==> config.mk <==
export PLATFORM = sky130hd
export DESIGN_NAME = lvr_filter_ctrl
export DESIGN_NICKNAME = d
export VERILOG_FILES = /design/src/rtl/lvr_pkg.sv /design/src/rtl/lvr_sync.sv /design/src/rtl/lvr_run_counter.sv /design/src/rtl/lvr_hold_fsm.sv /design/src/rtl/lvr_filter_ctrl.sv
export SDC_FILE = /design/constraint.sdc
export NUM_CORES = 1
export LEC_CHECK = 0
export BUFFER_PORTS_ARGS = -buffer_cell sky130_fd_sc_hd__clkbuf_2
export CAP_MARGIN = 20
export CELL_PAD_IN_SITES_DETAIL_PLACEMENT = 1
export CELL_PAD_IN_SITES_GLOBAL_PLACEMENT = 2
export CORE_AREA = 2 2 39 41
export CTS_BUF_LIST = sky130_fd_sc_hd__clkbuf_8
export DETAILED_ROUTE_END_ITERATION = 10
export DIE_AREA = 0 0 41 43
export PLACE_DENSITY_LB_ADDON = 0.12
export SLEW_MARGIN = 20
export SYNTH_ARGS = -nofsm -noshare
export SYNTH_HDL_FRONTEND = slang
export SYNTH_SLANG_ARGS = --single-unit
==> constraint.sdc <==
create_clock -name clk -period 3.5 [get_ports clk]
set_input_delay 0.7 -clock clk [delete_from_list [all_inputs] [get_ports clk]]
set_output_delay 0.7 -clock clk [all_outputs]
set_load 0.02 [all_outputs]
==> src/rtl/lvr_pkg.sv <==
package lvr_pkg;
   typedef enum logic [0:0] {
      ST_WATCH = 1'b0,
      ST_HOLD  = 1'b1
   } lvr_state_e;
endpackage

==> src/rtl/lvr_sync.sv <==
module lvr_sync #(
   parameter int STAGES = 2,
   parameter int WIDTH  = 2
) (
   input  logic             clk,
   input  logic             rst_n,
   input  logic [WIDTH-1:0] d_in,
   output logic [WIDTH-1:0] d_out
);
   generate
      if (STAGES < 2) begin : g_bad_stages
         $error("lvr_sync: STAGES must be at least 2");
      end
   endgenerate

   logic [WIDTH-1:0] chain [STAGES];

   generate
      for (genvar s = 0; s < STAGES; s++) begin : g_stage
         if (s == 0) begin : g_first
            always_ff @(posedge clk or negedge rst_n) begin
               if (!rst_n) chain[0] <= '0;
               else        chain[0] <= d_in;
            end
         end else begin : g_next
            always_ff @(posedge clk or negedge rst_n) begin
               if (!rst_n) chain[s] <= '0;
               else        chain[s] <= chain[s-1];
            end
         end
      end
   endgenerate

   assign d_out = chain[STAGES-1];
endmodule

==> src/rtl/lvr_run_counter.sv <==
module lvr_run_counter #(
   parameter int CNT_W = 4
) (
   input  logic             clk,
   input  logic             rst_n,
   input  logic             clear,
   input  logic             step,
   output logic [CNT_W-1:0] cnt,
   output logic [CNT_W-1:0] cnt_next
);
   localparam logic [CNT_W-1:0] CNT_MAX = {CNT_W{1'b1}};

   generate
      if (CNT_W < 2) begin : g_bad_width
         $error("lvr_run_counter: CNT_W must be at least 2");
      end
   endgenerate

   always_comb begin
      if (clear)                cnt_next = '0;
      else if (!step)           cnt_next = cnt;
      else if (cnt == CNT_MAX)  cnt_next = CNT_MAX;
      else                      cnt_next = cnt + 1'b1;
   end

   always_ff @(posedge clk or negedge rst_n) begin
      if (!rst_n) cnt <= '0;
      else        cnt <= cnt_next;
   end
endmodule

==> src/rtl/lvr_hold_fsm.sv <==
module lvr_hold_fsm
   import lvr_pkg::*;
(
   input  logic clk,
   input  logic rst_n,
   input  logic trip,
   input  logic release_now,
   output logic hold
);
   lvr_state_e state_q, state_d;

   always_comb begin
      state_d = state_q;
      case (state_q)
         ST_WATCH: if (trip)        state_d = ST_HOLD;
         ST_HOLD:  if (release_now) state_d = ST_WATCH;
         default:                   state_d = ST_WATCH;
      endcase
   end

   always_ff @(posedge clk or negedge rst_n) begin
      if (!rst_n) state_q <= ST_WATCH;
      else        state_q <= state_d;
   end

   assign hold = (state_q == ST_HOLD);
endmodule

==> src/rtl/lvr_filter_ctrl.sv <==
module lvr_filter_ctrl #(
   parameter int SYNC_STAGES = 2,
   parameter int CNT_W       = 4,
   parameter int TRIP_COUNT  = 9
) (
   input  logic clk,
   input  logic rst_n,
   input  logic cfg_pwr_en,
   input  logic cfg_rst_en,
   input  logic cfg_stop_en,
   input  logic stop_mode,
   input  logic cmp_below_fall,
   input  logic cmp_above_rise,
   output logic low_flag,
   output logic lv_reset_req,
   output logic ext_rst_n
);
   localparam logic [CNT_W-1:0] TRIP_AT = CNT_W'(TRIP_COUNT);

   generate
      if (TRIP_COUNT < 1 || TRIP_COUNT >= (1 << CNT_W)) begin : g_bad_trip
         $error("lvr_filter_ctrl: TRIP_COUNT must fit below the counter maximum");
      end
   endgenerate

   logic [1:0]       cmp_sync;
   logic             below_s;
   logic             above_s;
   logic             active;
   logic [CNT_W-1:0] run_cnt;
   logic [CNT_W-1:0] run_cnt_next;
   logic             trip;
   logic             release_now;

   lvr_sync #(.STAGES(SYNC_STAGES), .WIDTH(2)) i_sync (
      .clk   (clk),
      .rst_n (rst_n),
      .d_in  ({cmp_above_rise, cmp_below_fall}),
      .d_out (cmp_sync)
   );

   assign below_s = cmp_sync[0];
   assign above_s = cmp_sync[1];
   assign active  = cfg_pwr_en && (!stop_mode || cfg_stop_en);

   lvr_run_counter #(.CNT_W(CNT_W)) i_cnt (
      .clk      (clk),
      .rst_n    (rst_n),
      .clear    (!active || !below_s),
      .step     (below_s),
      .cnt      (run_cnt),
      .cnt_next (run_cnt_next)
   );

   assign trip        = active && cfg_rst_en && below_s && (run_cnt_next >= TRIP_AT);
   assign release_now = above_s || !active || !cfg_rst_en;

   lvr_hold_fsm i_fsm (
      .clk         (clk),
      .rst_n       (rst_n),
      .trip        (trip),
      .release_now (release_now),
      .hold        (lv_reset_req)
   );

   assign low_flag  = below_s;
   assign ext_rst_n = !lv_reset_req;
endmodule

[Word level (Yosys, flattened, before mapping)]
Index checks and enable logic that the tools add are counted.
Storage, ports and cells
  bits of input ports: 8
  output and inout bits: 3
  logic and storage cells: 27
  bits in registers: 9
Operators by class
  $add $sub $neg: 1
  magnitude comparators: 1
  muxes and demuxes: 6
  bitwise logic cells: 1
  reduce and logical (&&, ||, !) cells: 13
  equal/unequal tests: 1
Operator list (count)
  $mux 4: 3
  $logic_not 1->1: 5
  $add 4x1->4 const B: 1
  $eq 4x4->1 const B: 1
  $ge 4x4->1 const B: 1
  $logic_and 1x1->1: 4
  $logic_or 1x1->1: 4
  $mux 1: 2
  $pmux 1 s2: 1
  $not 1->1: 1

[Depth between registers and ports, before layout]
Gate-level depths: netlist of run 1.
  depth after elaboration: 10
  mapped depth: 5
  depth with buffers taken out: 5

[Modules after synthesis]
Synthesis of run 1 repeated with hierarchy kept, for this count alone.
Unflattened totals
  cells, all modules: 33
  area, all modules: 402.9 µm²
Modules (own cells, without submodules)
  lvr_run_counter: seq. area each 100.1 µm², area an instance 206.4 µm², cells an instance 18, times used 1
  lvr_sync: seq. area each 100.1 µm², area an instance 115.1 µm², cells an instance 6, times used 1
  lvr_filter_ctrl: seq. area each 0.0 µm², area an instance 42.5 µm², cells an instance 6, times used 1
  lvr_hold_fsm: seq. area each 25.0 µm², area an instance 38.8 µm², cells an instance 3, times used 1

[Worst setup path after synthesis of run 1]
No wires, ideal clock.
  path type: in2reg
  start point: in stop_mode
  end point: reg i_fsm.state_q, in the netlist i_fsm.hold
  data required time: 3.380 ns
  library setup time: 0.120 ns
  slack: 2.093 ns
  path buffers: 0
  stages: 4
  arrival time: 1.286 ns
  cell sequence: inv_1 > o211ai_1 > a211oi_2 > a41o_1
On the way
  word-level cells in the longest chain between the ends: 10
  elaborated cells on any way between the ends: 15
  those cells by class: order compare (1); mux (4); reduce/logical (10)
Ends and longest elaborated chain
  start: declaration: line lvr_filter_ctrl.sv:11  | input logic stop_mode,
  $logic_not 1->1: line lvr_filter_ctrl.sv:44  | assign active = cfg_pwr_en && (!stop_mode || cfg_stop_en);
  $logic_or 1x1->1: line lvr_filter_ctrl.sv:44
  $logic_and 1x1->1: line lvr_filter_ctrl.sv:44
  $logic_not 1->1: line lvr_filter_ctrl.sv:49  | .clear (!active || !below_s),
  $logic_or 1x1->1: line lvr_filter_ctrl.sv:49
  $mux 4: line lvr_run_counter.sv:20  | if (clear) cnt_next = '0;
  via i_cnt.cnt_next[3]: line lvr_run_counter.sv:9  | output logic [CNT_W-1:0] cnt_next
  $ge 4x4->1: line lvr_filter_ctrl.sv:55  | assign trip = active && cfg_rst_en && below_s && (run_cnt_next >= TRIP_AT);
  $logic_and 1x1->1: line lvr_filter_ctrl.sv:55
  $mux 1: line lvr_hold_fsm.sv:15  | ST_WATCH: if (trip) state_d = ST_HOLD;
  $pmux 1 s2: line lvr_hold_fsm.sv:14  | case (state_q)
  via i_fsm.state_d: line lvr_hold_fsm.sv:10  | lvr_state_e state_q, state_d;
  end signal: assignment: line lvr_hold_fsm.sv:23  | else state_q <= state_d;
  end: declaration: line lvr_hold_fsm.sv:10
The timed path passes the listed nets, and every way through them passes these cells.

[Final worst setup path of run 1]
  start point: reg i_fsm.state_q, in the netlist i_fsm.hold
  end point: out ext_rst_n
On the way
  word-level cells in the longest chain between the ends: 1
Ends and longest elaborated chain
  $logic_not 1->1: line lvr_filter_ctrl.sv:67  | assign ext_rst_n = !lv_reset_req;
  end: declaration: line lvr_filter_ctrl.sv:16  | output logic ext_rst_n
No other way between the ends.

==> flow_summary.toml, run 1 <==
[place]
globalplace.congestion = 0.699
place.detailed.instances = 56
placement.setup.worst_slack_ns = 1.91
buffer_ports.inserted = 10
dp.final_hpwl_um = 615

[timing]
fin_setup_tns_ns = 0
post-route-worst-setup-slack_ns = 1.94
achievable-frequency_mhz = 640
finalCritPeriodShare = 0.446
hold_viol = 0
timing.slew.headroom = 0.762
clock-skew-final_ns = 0.00469
timing.final.setup_violations = 0
slew_viol_final = 0
tightestPinTransition_ns = 0.356
min_period_ns = 1.56
grt_setup_unrepaired = "no"

[clocking]
cts_root_buffer = "clkbuf_8"
cts_tree = "done"
cts_hold_buffers = 0
postCtsSetupBuffers = 0
ctsLongestPathBuffers = 2
cts_made_buffers = 3
cts.reportedPaths.clkPinSlew_ns = 0.04
post_cts_resize_count = 0
numClockSinks = 9
htreeDepth = 1
worst_skew_pair.late_latency_ns = 0.23

[worst_setup_path]
path_delay_family = "flip-flops"
timing.critical_path.from_type = "flop"
cpPeakStageDelay_ns = 0.39
worst_setup_path_startpoint = "i_fsm.hold"
cp_data_required_time_ns = 2.80
regToRegStartpoint = "i_cnt.cnt[0]"
path_max_fanout = 3
setup.worst_path.class = "reg2out"
cp_cell_sequence = "inv_1 > clkbuf_2"
path_buf_inv = 2
cpMaxStageDelayCell = "dfrtp_1"
crit_path_end_kind = "primary output"
crit_arrival_ns = 0.86

[floorplan]
boundary_pins = 11
die_x_um = 41
std_cell_rows = 14
initial_core_util = 0.262
floorplan_die_area_um2 = 1760
fp.dieH_um = 43
fp.coreArea_um2 = 1380

[detailed_routing]
route.met2.wl_um = 414
routed-wl-met3_um = 26
detail_route.vias_per_cell = 4.63
detail_route.drc_violations = 0
wl_met1_um = 283
drt-total-wl_um = 724
avgRoutedWirePerCell_um = 12.1
routed.top_layer = "met3"
ant_nets = 0
dr_total_vias = 278
dr.first_iter.drc_count = 1
first_pass_iters = 2

[cells_and_area]
fraction_of_layout_instances_using_a_drive_strength_above_1 = 0.364
layout.cells.non_filler = 60
fin_nets = 54
syn_to_final_growth_pct = 31.7
insertedDiodeCount = 0

[synthesis]
yosysMostFrequentCell = "dfrtp_1"
netlist_instances = 30
asyncSetResetFlopFracSynth = 1.00
synth_top_cells_by_area = "dfrtp_1, inv_1, a211oi_2"
seq_area_frac_synth = 0.621
synth_common_cells = "dfrtp_1, inv_1, a21oi_1, nand2_1, nand3_1"
syn-num-nets = 39
synth-main-ff-cell = "dfrtp_1"
synth_area_um2 = 363
ys_seq_elements = 9
synth.top_cell.area_share = 0.621
synth_area_per_cell_um2 = 12.1
netlist.top_cell.by_area = "dfrtp_1"
synth.distinct_cells = 16
synth_edf_count = 0
ys_warn_count = 0

[grt]
grt_pass1_vias = 297
grt_first_pass_wirelength_um = 1210
global_route_total_overflow = 0
grt_max_degree = 10
track_usage = 0.108
grt_antenna_before_repair = 0

[power]
power.static_leakage_nw = 0.242
pwr_density_cell_nw_per_um2 = 493
vdd_ir_max_uv = 210
total_power_after_layout_uw = 236

[flow_run]
timing.max_cap.violations = 0

[worst_hold_path]
hold_path.class = "in2async"

[status]
outcome = "complete, no violations"
## cells by family (layout without fill, tap and decap cells)
group / count (synthesis) / in the layout / share of synthesized area
simple gates: 9 / 9 / 0.152
compound gates: 6 / 6 / 0.124
mux: 1 / 1 / 0.0276
buf+inv: 4 / 18 / 0.0414
flops: 9 / 9 / 0.621
fa+ha+maj: 1 / 1 / 0.0345
## registers in the layout (all words and copies together), names as in the netlist
name / cells
i_cnt.cnt: 4
i_fsm.hold: 1
i_sync.chain: 2
i_sync.d_out: 2
## routing by layer
layer / vias up / GRT usage
met5: - / 0
met4: 0 / 0.0800
met3: 0 / 0.0314
met2: 5 / 0.163
met1: 140 / 0.122
li1: 133 / -
## through the flow
step | hold slack (ns) | cell area [um2] | util
floorplan | 0.331 | 363 | -
global placement | 0.337 | 433 | 0.313
detailed placement | 0.339 | 433 | 0.313
CTS | 0.315 | 478 | 0.345
global route | 0.321 | 478 | 0.345
finish | 0.313 | 478 | 0.345
## where the power goes
group / leakage [nW] / switching (mW) / internal, mW
combinational: 0.0992 / 0.00636 / 0.00452
sequential: 0.116 / 0.00215 / 0.108
clock: 0.0269 / 0.0386 / 0.0761
total: 0.242 / 0.0471 / 0.188
## final timing paths
| check | to | slack, ns | depth (start not counted) |
|---|---|---|---|
| max | ext_rst_n | 1.94 | 2 |
| min | i_sync.chain[3] | 0.31 | 1 |
| max reg2reg | i_fsm.hold | 2.00 | 5 |
| min reg2reg | i_sync.d_out[0] | 0.34 | 0 |
| max in group asynchronous | i_cnt.cnt[0] | 3.00 | 1 |
| min in group clk | i_sync.d_out[0] | 0.34 | 0 |
## layout by cell type, fill, tap and decap left out, drive strengths merged
master / instances
mux2i: 1
clkbuf: 13
nand2: 2
nor2: 1
a211oi: 1
a21oi: 2
o21ai: 1
nand4: 1
nand3: 2
ha: 1
a41o: 1
nor3: 2
inv: 5
o211ai: 1
nand2b: 1
dfrtp: 9
## layout make-up
class / instances / area (um2)
fillers: 167 / 906
flip-flops and latches: 9 / 225
multi-input cells: 17 / 123
repair buffers: 10 / 50.0
clock buffers: 3 / 41.3
well taps: 16 / 20.0
inverters: 4 / 15.0
clock inverters: 1 / 3.75
Power figures use the tool's default switching activity.
==> inputs of run 2 (changes only) <==
Clock period 3.5 ns to 1.4 ns, I/O delays scaled along.
==> flow_summary.toml, run 2 (synthesis gave the netlist of run 1 again) <==
[clocking]
cts_made_buffers = 3
htreeDepth = 1
numClockSinks = 9
cts_tree = "done"
worst_skew_pair.late_latency_ns = 0.23
cts.reportedPaths.clkPinSlew_ns = 0.04
cts_root_buffer = "clkbuf_8"
ctsLongestPathBuffers = 2

[timing]
timing.slew.headroom = 0.835
hold_viol = 0
grt_setup_unrepaired = "yes"
finalCritPeriodShare = 0.981
post-route-worst-setup-slack_ns = 0.0261
achievable-frequency_mhz = 728
timing.final.setup_violations = 0
slew_viol_final = 0
min_period_ns = 1.37
tightestPinTransition_ns = 0.246
clock-skew-final_ns = 0.00346

[floorplan]
boundary_pins = 11
fp.dieH_um = 43
std_cell_rows = 14
die_x_um = 41
initial_core_util = 0.262
floorplan_die_area_um2 = 1760
fp.coreArea_um2 = 1380

[worst_hold_path]
hold_path_depth = 1
min_to = "i_sync.chain[3]"
hold_path.class = "in2reg"
holdCritStartpoint = "cmp_above_rise"

[cells_and_area]
register_area_um2 = 225
syn_to_final_growth_pct = 49.3
registers.top_by_ff_count = "i_cnt.cnt"
multi_input_comb_area_um2 = 131
nFillCells = 158
most_used_cells_in_the_layout_excluding_fill_and_tap_cells = "clkbuf_2, dfrtp_1, buf_4, inv_1, clkbuf_8"
fin_nets = 61
most_common_library_cell_in_the_layout_ignoring_fill_and_taps = "clkbuf_2"
final_design_area_no_fill_um2 = 542
insertedDiodeCount = 0
largest_register_ffs = 4
fraction_of_layout_instances_using_a_drive_strength_above_1 = 0.490

[detailed_routing]
dr_total_vias = 300
drt-total-wl_um = 829
wl_met1_um = 278
avgRoutedWirePerCell_um = 12.4
detail_route.vias_per_cell = 4.48
routed-wl-met3_um = 20
ant_nets = 0
first_pass_iters = 1
route.met2.wl_um = 530
dr.first_iter.drc_count = 0
routed.top_layer = "met3"
detail_route.drc_violations = 0

[place]
dp.final_hpwl_um = 626
globalplace.congestion = 0.695
buffer_ports.inserted = 10
placement.setup.worst_slack_ns = -0.0239
postPlaceCellArea_um2 = 463

[power]
pwr_density_cell_nw_per_um2 = 1100
total_switching_power_uw = 119
power_frac_comb = 0.063
vdd_ir_max_uv = 532
netSwitchingFraction = 0.200
power.share.sequential = 0.459
power.internal_uw = 478
power.static_leakage_nw = 0.267
total_power_after_layout_uw = 597
clock_power_share = 0.478

[grt]
track_usage = 0.126
global_route_total_overflow = 0
grt_antenna_before_repair = 0
grt_pass1_vias = 349
grt_max_degree = 10
grt_first_pass_wirelength_um = 1400

[worst_setup_path]
critical_register_to_register_path_endpoint = "i_fsm.hold"
crit_arrival_ns = 1.49
reg_to_reg_slack_setup_ns = 0.03
path_max_fanout = 2
regToRegStartpoint = "i_cnt.cnt[1]"
cp_data_required_time_ns = 1.51
timing.critical_path.from_type = "flop"
crit_path_end_kind = "flop"
setup.worst_path.class = "reg2reg"
r2r_cells = 5

[flow_run]
timing.max_cap.violations = 0

[status]
outcome = "complete, no violations"
-- run 2: cell types whose count changed in the layout (fill, tap and decap cells not counted), sizes merged --
cell / previous run / this run
buf: 0 / 6
dlygate4sd3: 0 / 1
-- run 2: area by class of cell --
class	count	area share
flip-flops and latches	9	0.416
well taps	16	0.0370
repair buffers	17	0.194
clock inverters	1	0.00693
inverters	4	0.0277
clock buffers	3	0.0762
multi-input cells	17	0.242
-- run 2: metal layers --
metal  global-route usage  up-vias
met5                    0        -
met4               0.0800        0
met3               0.0314        0
met2                0.216        5
met1                0.122      150
li1                     -      145
-- run 2: timing repair --
action / 4_1_cts / 5_1_grt
endpoints found under the hold margin: 9 / 0
pin swaps: 2 / 3
hold buffers: 1 / 0
buffers inserted: 2 / 0
setup endpoints to repair: 1 / 1
gates resized for setup: 1 / 2
-- run 2: worst max-delay path by stage --
stage / end / cells past startpoint / start / slack (ns)
floorplan: i_fsm.hold / 5 / i_cnt.cnt[0] / 0.05
global placement: i_fsm.hold / 5 / i_cnt.cnt[0] / 0.008
detailed placement: i_fsm.hold / 5 / i_cnt.cnt[1] / -0.02
CTS: i_fsm.hold / 5 / i_cnt.cnt[0] / 0.04
global route: i_fsm.hold / 5 / i_cnt.cnt[1] / -0.03
finish: i_fsm.hold / 5 / i_cnt.cnt[1] / 0.03
-- run 2: metrics by stage --
step                      hold WS (ns)  TNS [ns]  instances   util
after floorplan                -0.0156         0         30      -
after global placement           0.142         0         60  0.335
after detailed placement         0.147   -0.0239         60  0.335
after CTS                        0.150         0         67  0.388
after global routing             0.144   -0.0325         67  0.392
final                            0.158         0         67  0.392
-- run 2: power by group through the flow --
stage,Sequential (mW),Combinational (mW),Clock [mW]
after floorplan,0.279,0.00781,0
after global placement,0.277,0.0333,0
after detailed placement,0.278,0.0339,0
after CTS,0.274,0.0376,0.299
after global routing,0.275,0.0428,0.314
final,0.274,0.0374,0.285
-- run 2: worst max-delay path, cell delays in order, from the launching register on --
cell and delay, ns:
dfrtp_1 0.37, ha_2 0.19, nand2_2 0.07, mux2i_2 0.25, nand3_1 0.14, a41o_1 0.23
==> inputs of run 3 (changes only) <==
Clock period 1.4 ns to 1.8 ns, I/O delays scaled along.
==> flow_summary.toml, run 3 (synthesis gave the netlist of run 1 again) <==
[place]
globalplace.congestion = 0.692
buffer_ports.inserted = 10
postPlaceCellArea_um2 = 433
place.detailed.instances = 56
dp.final_hpwl_um = 579

[clocking]
htreeDepth = 1
ctsLongestPathBuffers = 2
worst_skew_pair.late_latency_ns = 0.23
cts.reportedPaths.clkPinSlew_ns = 0.04
cts_tree = "done"
cts_root_buffer = "clkbuf_8"
numClockSinks = 9
cts_made_buffers = 3
postCtsSetupBuffers = 0

[worst_setup_path]
cpPeakStageDelay_ns = 0.41
r2r_cells = 5
cp_cell_sequence = "ha_1 > nand2_1 > mux2i_1 > nand3_1 > a41o_1"
crit_arrival_ns = 1.61
reg_to_reg_slack_setup_ns = 0.30
setup.worst_path.class = "reg2reg"
crit_path_end_kind = "flop"
cpMaxStageDelayCell = "dfrtp_1"
path_delay_family = "flip-flops"
worstSetupPathDepth = 5
setup.worst_path.end = "i_fsm.hold"
regToRegStartpoint = "i_cnt.cnt[0]"
cp_data_required_time_ns = 1.91
path_buf_inv = 0
timing.critical_path.from_type = "flop"
path_max_fanout = 4
critical_register_to_register_path_endpoint = "i_fsm.hold"
worst_setup_path_startpoint = "i_cnt.cnt[0]"

[timing]
slew_viol_final = 0
clock-skew-final_ns = 0.00166
grt_setup_unrepaired = "no"
timing.slew.headroom = 0.743
timing.final.setup_violations = 0
finalCritPeriodShare = 0.831
fin_setup_tns_ns = 0
hold_viol = 0
tightestPinTransition_ns = 0.384
min_period_ns = 1.50
achievable-frequency_mhz = 669

[cells_and_area]
fraction_of_layout_instances_using_a_drive_strength_above_1 = 0.356
final_design_area_no_fill_um2 = 488
fin_nets = 55
insertedDiodeCount = 0
layout.cells.non_filler = 61
most_common_library_cell_in_the_layout_ignoring_fill_and_taps = "clkbuf_2"
most_used_cells_in_the_layout_excluding_fill_and_tap_cells = "clkbuf_2, dfrtp_1, inv_1, clkbuf_8"
syn_to_final_growth_pct = 34.5
registers.top_by_ff_count = "i_cnt.cnt"
largest_register_ffs = 4

[detailed_routing]
dr.first_iter.drc_count = 1
dr_total_vias = 280
detail_route.drc_violations = 0
first_pass_iters = 2
drt-total-wl_um = 707
detail_route.vias_per_cell = 4.59
avgRoutedWirePerCell_um = 11.6
ant_nets = 0

[floorplan]
std_cell_rows = 14
fp.coreArea_um2 = 1380
floorplan_die_area_um2 = 1760
die_x_um = 41
initial_core_util = 0.262
fp.dieH_um = 43
boundary_pins = 11

[worst_hold_path]
hold_path.class = "in2reg"

[grt]
grt_antenna_before_repair = 0
grt_first_pass_wirelength_um = 1180
track_usage = 0.114
grt_max_degree = 10
global_route_total_overflow = 0
grt_pass1_vias = 259

[flow_run]
timing.max_cap.violations = 0

[power]
netSwitchingFraction = 0.202
power_frac_comb = 0.050
power.internal_uw = 368
vdd_ir_max_uv = 462
power.static_leakage_nw = 0.246
clock_power_share = 0.486
total_switching_power_uw = 93.3
pwr_density_cell_nw_per_um2 = 945
power.share.sequential = 0.463

[status]
outcome = "complete, no violations"
## run 3: worst min path at each step
stage	cells after the start	slack (ns)	start	to
finish	1	0.24	cmp_above_rise	i_sync.chain[3]
global route	1	0.22	cmp_below_fall	i_sync.chain[2]
global placement	1	0.22	rst_n	i_sync.d_out[1]
floorplan	0	0.06	rst_n	i_cnt.cnt[0]
detailed placement	1	0.23	rst_n	i_fsm.hold
CTS	1	0.23	cmp_above_rise	i_sync.chain[3]
## run 3: power groups by stage
stage	Combinational, mW	Sequential [mW]	Clock, mW
after detailed placement	0.0221	0.217	0
final	0.0232	0.214	0.224
after global placement	0.0216	0.217	0
after global routing	0.0265	0.214	0.249
after floorplan	0.00608	0.217	0
after CTS	0.0238	0.214	0.232
## run 3: per-layer routing
layer	track usage	vias up	wire [um]	part of all wire
met5	0	-	0	0
met4	0.140	0	16	0.023
met3	0.0471	2	25	0.035
met2	0.134	5	369	0.52
met1	0.132	139	296	0.42
li1	-	134	-	-
## run 3: what timing repair did
item	CTS	global route
hold endpoints to repair	9	0
hold buffers	1	0
endpoints found under the setup margin	0	0
gates resized for setup	0	0
## run 3: cell type report
cell class / instances / area [um2]
well taps: 16 / 20.0
clock inverters: 1 / 3.75
flip-flops and latches: 9 / 225
fillers: 166 / 896
inverters: 4 / 15.0
multi-input cells: 17 / 123
clock buffers: 3 / 41.3
repair buffers: 11 / 60.1
## run 3: stage by stage
step                utilization  power [mW]  worst slack, ns  hold slack, ns
floorplan                     -       0.223            0.449          0.0644
global placement          0.313       0.238            0.304           0.224
detailed placement        0.313       0.239            0.302           0.227
CTS                       0.353       0.470            0.292           0.231
global route              0.353       0.490            0.201           0.222
finish                    0.353       0.461            0.304           0.236
